File: src/rtl/lsm_pkg.sv
package lsm_pkg;

  typedef enum logic [1:0] {
    LS_SE0 = 2'b00,
    LS_K   = 2'b01,
    LS_J   = 2'b10,
    LS_SE1 = 2'b11
  } lstate_t;

  localparam int LS_W = 2;

endpackage

File: src/rtl/lsm_sync.sv
module lsm_sync #(
  parameter int              STAGES  = 2,
  parameter int              WIDTH   = 2,
  parameter logic [WIDTH-1:0] RST_VAL = '0
) (
  input  logic             clk,
  input  logic             rst,
  input  logic [WIDTH-1:0] d,
  output logic [WIDTH-1:0] q
);

  localparam int LAST = STAGES - 1;

  logic [STAGES-1:0][WIDTH-1:0] chain_q;

  always_ff @(posedge clk) begin
    if (rst) begin
      chain_q <= {STAGES{RST_VAL}};
    end else begin
      chain_q[0] <= d;
      for (int i = 1; i < STAGES; i++) begin
        chain_q[i] <= chain_q[i-1];
      end
    end
  end

  assign q = chain_q[LAST];

endmodule

File: src/rtl/lsm_path_mux.sv
module lsm_path_mux
  import lsm_pkg::*;
(
  input  logic    use_reg,
  input  lstate_t reg_ls,
  input  logic    pin_p,
  input  logic    pin_n,
  output lstate_t out_ls
);

  lstate_t raw_ls;

  always_comb begin
    raw_ls = lstate_t'({pin_p, pin_n});
    out_ls = use_reg ? reg_ls : raw_ls;
  end

endmodule

File: src/rtl/lsm_event.sv
module lsm_event
  import lsm_pkg::*;
(
  input  logic    clk,
  input  logic    rst,
  input  logic    hs_mode,
  input  lstate_t ls_now,
  output logic    sop_pulse,
  output logic    eop_pulse,
  output logic    in_pkt
);

  lstate_t prev_q;
  logic    active_q;
  logic    sop_hit;
  logic    eop_hit;

  always_comb begin
    if (hs_mode) begin
      sop_hit = (prev_q == LS_SE0) && (ls_now == LS_J);
      eop_hit = (prev_q == LS_J)   && (ls_now == LS_SE0);
    end else begin
      sop_hit = (prev_q == LS_J)   && (ls_now == LS_K);
      eop_hit = (prev_q == LS_SE0) && (ls_now == LS_J);
    end
  end

  assign sop_pulse = sop_hit && !active_q;
  assign eop_pulse = eop_hit && active_q;
  assign in_pkt    = active_q;

  always_ff @(posedge clk) begin
    if (rst) begin
      prev_q   <= LS_SE0;
      active_q <= 1'b0;
    end else begin
      prev_q <= ls_now;
      if (sop_pulse) begin
        active_q <= 1'b1;
      end else if (eop_pulse) begin
        active_q <= 1'b0;
      end
    end
  end

endmodule

File: src/rtl/usb_line_monitor.sv
module usb_line_monitor
  import lsm_pkg::*;
#(
  parameter int SYNC_STAGES = 2
) (
  input  logic       clk,
  input  logic       rst,
  input  logic       clk_usable,
  input  logic       hs_mode,
  input  logic       dp,
  input  logic       dm,
  output logic [1:0] line_state,
  output logic       pkt_active,
  output logic       pkt_start,
  output logic       pkt_end
);

  logic [LS_W-1:0] synced;
  lstate_t         reg_ls;
  lstate_t         muxed_ls;

  lsm_sync #(
    .STAGES  (SYNC_STAGES),
    .WIDTH   (LS_W),
    .RST_VAL (LS_SE0)
  ) u_sync (
    .clk (clk),
    .rst (rst),
    .d   ({dp, dm}),
    .q   (synced)
  );

  assign reg_ls = lstate_t'(synced);

  lsm_path_mux u_mux (
    .use_reg (clk_usable),
    .reg_ls  (reg_ls),
    .pin_p   (dp),
    .pin_n   (dm),
    .out_ls  (muxed_ls)
  );

  lsm_event u_event (
    .clk       (clk),
    .rst       (rst),
    .hs_mode   (hs_mode),
    .ls_now    (reg_ls),
    .sop_pulse (pkt_start),
    .eop_pulse (pkt_end),
    .in_pkt    (pkt_active)
  );

  assign line_state = muxed_ls;

endmodule

File: config.mk
export PLATFORM = sky130hd
export DESIGN_NAME = usb_line_monitor
export DESIGN_NICKNAME = d
export VERILOG_FILES = /design/src/rtl/lsm_pkg.sv /design/src/rtl/lsm_sync.sv /design/src/rtl/lsm_path_mux.sv /design/src/rtl/lsm_event.sv /design/src/rtl/usb_line_monitor.sv
export SDC_FILE = /design/constraint.sdc
export NUM_CORES = 1
export LEC_CHECK = 0
export CAP_MARGIN = 40
export CORE_AREA = 2 2 39 41
export CTS_CLUSTER_DIAMETER = 30
export DETAILED_ROUTE_END_ITERATION = 10
export DIE_AREA = 0 0 41 43
export GPL_TIMING_DRIVEN = 0
export PLACE_DENSITY = 0.43
export SYNTH_ARGS = -nofsm -noshare
export SYNTH_HDL_FRONTEND = slang
export SYNTH_HIERARCHICAL = 1
export SYNTH_SLANG_ARGS = --single-unit
File: constraint.sdc
create_clock -name clk -period 1.8 [get_ports clk]
set_input_delay 0.36 -clock clk [delete_from_list [all_inputs] [get_ports clk]]
set_output_delay 0.36 -clock clk [all_outputs]
set_load 0.01 [all_outputs]
==> summary.md <==
| Metric | Value |
|---|---|
| Status | `complete, but fails checks` |
| Failing checks | `setup timing` |
| Worst Clk Skew | `0.001844 ns` |
| CTS root buf | `clkbuf_4` |
| Fin. Hold Viols | `0` |
| Routed vias | `235` |
| Via density | `4.196` |
| Synth Register Bits | `7` |
| DR pass1 iterations | `1` |
| GRT overflow | `0` |
| Post-Synthesis Cells | `26` |
| FF-to-FF setup slack | `0.56 ns` |
| Final setup margin | `-0.02244 ns` |
| Commonest cells after routing, fill and taps aside | `6 x nor2b_1, 6 x dfxtp_1, 4 x clkdlybuf4s50_1` |
| Area fraction of the dominant cell type after synthesis | `45.71%` |
| Mapped cell area | `306.5 µm²` |
| Post-detailed-routing wire length | `547 µm` |
| Die width | `41 µm` |
| First-pass GRT wire length | `1021 µm` |
| Synth top area cells | `dfxtp_1 46%, nor2b_1 12%, a2111oi_4 9.0%, mux2_2 7.3%, buf_4 4.9%` |
| Worst-path clk slew | `0.05 ns` |
| Post-synth top area cell | `dfxtp_1` |
| Hold path startpoint | `u_sync/chain_q[1]$_SDFF_PP0_` |
| Crit Path Category | `in2out` |
| FP Rows | `14` |
| Slew Limit Fails | `0` |
| Initial core utilization | `22.15%` |
| Worst EP arrival | `1.46 ns` |
| CORE AREA | `1384 µm²` |
| Top Family by Delay on Critical Path | `simple AND/OR/NAND/NOR gates` |
| Post-synthesis compound-gate area fraction | `13.88%` |
| Crit-path slowest cell | `or3b_4` |
| Die Span Y | `43 µm` |
| Fin util | `32.55%` |
| CTS Buf Count | `3` |
| Endpoints failing setup | `1` |
| Hold path cells | `1` |
| # DRC | `0` |
| Fill count | `145` |
| Ys Warns | `6` |
| Adder-cell area share of the yosys netlist | `0%` |
| Fmax | `548.7 MHz` |
| RD Place Congestion | `0.5953` |
| R2r endpoint | `u_event/in_pkt$_SDFFE_PP0P_` |
| Number of global-route vias before repair | `272` |
| # diodes | `0` |
| Multiplexer share of the synthesized area | `7.347%` |
| WL/cell | `9.768 µm` |
| RSZ-0062 raised after global routing | `true` |
| Port Buffer Count | `10` |
| Worst Max-Slew Pin Slew | `0.2661 ns` |
| Max Fanout on Critical Path | `4` |
| Crit-path cells | `clkdlybuf4s15_2, or3b_4, a2111oi_4, buf_2` |
| Post-DRT Antenna Nets | `0` |
| CTS tree | `built` |
| Tightest Hold Check Type | `reg2reg` |
| Worst slew margin | `82.26%` |
| Synth Area in Simple Gates | `26.94%` |
| Stages on worst setup path | `4` |
| Worst-Skew Late Latency | `0.24 ns` |
| Num Clock Sinks | `7` |
| Mean Syn Cell Area | `11.79 µm²` |
| CP max stage delay | `0.41 ns` |
| Clock Path Buffers | `2` |
| # H-tree levels | `1` |
| Synth-to-Final Area Change | `46.94%` |
| Full die area | `1763 µm²` |
| PwrDens | `764.3 nW/µm²` |
| Main combinational cell family by area after synthesis | `simple AND/OR/NAND/NOR gates` |
| Nets@finish | `47` |
| Synth Area in XOR/XNOR | `0%` |
| Fin crit share | `101.2%` |
| Fraction of layout cells with a size suffix above 1 | `40.00%` |
| Startpoint types | `input pin` |
| Yosys cell types | `13` |
| Pin count of the biggest net entering global routing | `8` |
| LEAKAGE | `0.1714 nW` |
| Initial antenna violation count | `0` |
| Syn Nets | `32` |
| Setup_tns | `-0.02244 ns` |
| R2R cell count | `3` |
| Worst Path Required | `1.44 ns` |
| VDD IR-drop max | `0.3153 mV` |
| Min cycle time layout | `1.822 ns` |
| Worst Path Buf+Inv | `2` |
| Post-synthesis sequential area ratio | `45.71%` |
| MaxCap Viol Count | `0` |
| Worst R2R Start | `u_sync/q[1]$_SDFF_PP0_` |
| Worst setup EP type | `output port` |
| Starting DRC count in detailed routing | `0` |
| Total GRT Usage | `9.063%` |
| # IOs | `11` |
| Hold Path End | `u_sync/q[1]$_SDFF_PP0_` |
==> through the flow <==
stage	instance area (µm²)	power, W	instances	setup slack (ns)	hold slack [ns]
after global placement	426.7	0.0002111	52	-0.7186	0.4204
final	450.4	0.0003443	56	-0.02244	0.4388
after CTS	455.4	0.0003563	56	-0.04607	0.4410
after detailed placement	426.7	0.0002124	52	-0.7353	0.4332
after floorplan	306.5	0.0001863	26	0.2533	0.4138
after global routing	450.4	0.0003720	56	-0.1018	0.4663
==> routing by layer <==
metal | track usage, % | vias to the layer above | part of all wire [%]
met3 | 2.094 | 0 | 8.2
met5 | 0 | - | 0
met2 | 14.06 | 9 | 56
li1 | - | 118 | -
met4 | 10.00 | 0 | 0
met1 | 8.442 | 108 | 36
==> power breakdown <==
group	switching (W)	leakage (nW)	internal [W]
sequential	0.00000294	0.0579	0.000162
clock	0.0000540	0.0150	0.0000843
combinational	0.0000153	0.0985	0.0000260
==> repair_timing <==
item	in CTS	in global routing
gates cloned	0	0
endpoints found under the hold margin	0	0
gates resized for setup	16	1
endpoints found under the setup margin	4	2
buffers inserted	1	0
hold buffers	0	0
pin swaps	2	0
==> cell families (layout without fill, tap and decap cells) <==
| group | Yosys count | after routing |
|---|---|---|
| AOI/OAI and AO/OA | 3 | 3 |
| and+or+nand+nor | 11 | 11 |
| DFF | 7 | 7 |
| muxes | 2 | 2 |
| buffers and inverters | 3 | 17 |
==> cell type report <==
| cell class | instances | area, µm² | area share [%] |
|---|---|---|---|
| Sequential cell | 7 | 141.4 | 31.39 |
| Buffer | 1 | 7.507 | 1.667 |
| Tap cell | 16 | 20.02 | 4.444 |
| Clock buffer | 4 | 26.28 | 5.833 |
| Multi-Input combinational cell | 16 | 153.9 | 34.17 |
| Timing Repair Buffer | 11 | 97.59 | 21.67 |
| Inverter | 1 | 3.754 | 0.8333 |
==> synth_stat cells <==
cell / instances
nor4bb_1: 1
inv_1: 1
nand3b_1: 1
nor2_1: 1
and4bb_2: 1
or3b_4: 1
o21bai_1: 1
dfxtp_1: 7
a2111oi_4: 1
mux2_2: 2
buf_4: 2
a211oi_1: 1
nor2b_1: 6
==> worst max-delay path by stage <==
stage / startpoint / end / slack (ns)
4_1_cts: u_sync/q[1]$_SDFF_PP0_ / pkt_end / -0.05
5_1_grt: u_sync/q[1]$_SDFF_PP0_ / pkt_end / -0.10
6_report: hs_mode / pkt_end / -0.02
3_5_place_dp: hs_mode / pkt_end / -0.74
2_1_floorplan: u_sync/q[1]$_SDFF_PP0_ / pkt_end / 0.25
3_3_place_gp: hs_mode / pkt_end / -0.72
==> flip-flops by register name, summed over array words and instances (netlist names) <==
name,count
u_event/in_pkt,1
u_sync/q,2
u_event/prev_q,2
u_sync/chain_q,2
(Power assumes the default switching activity.)
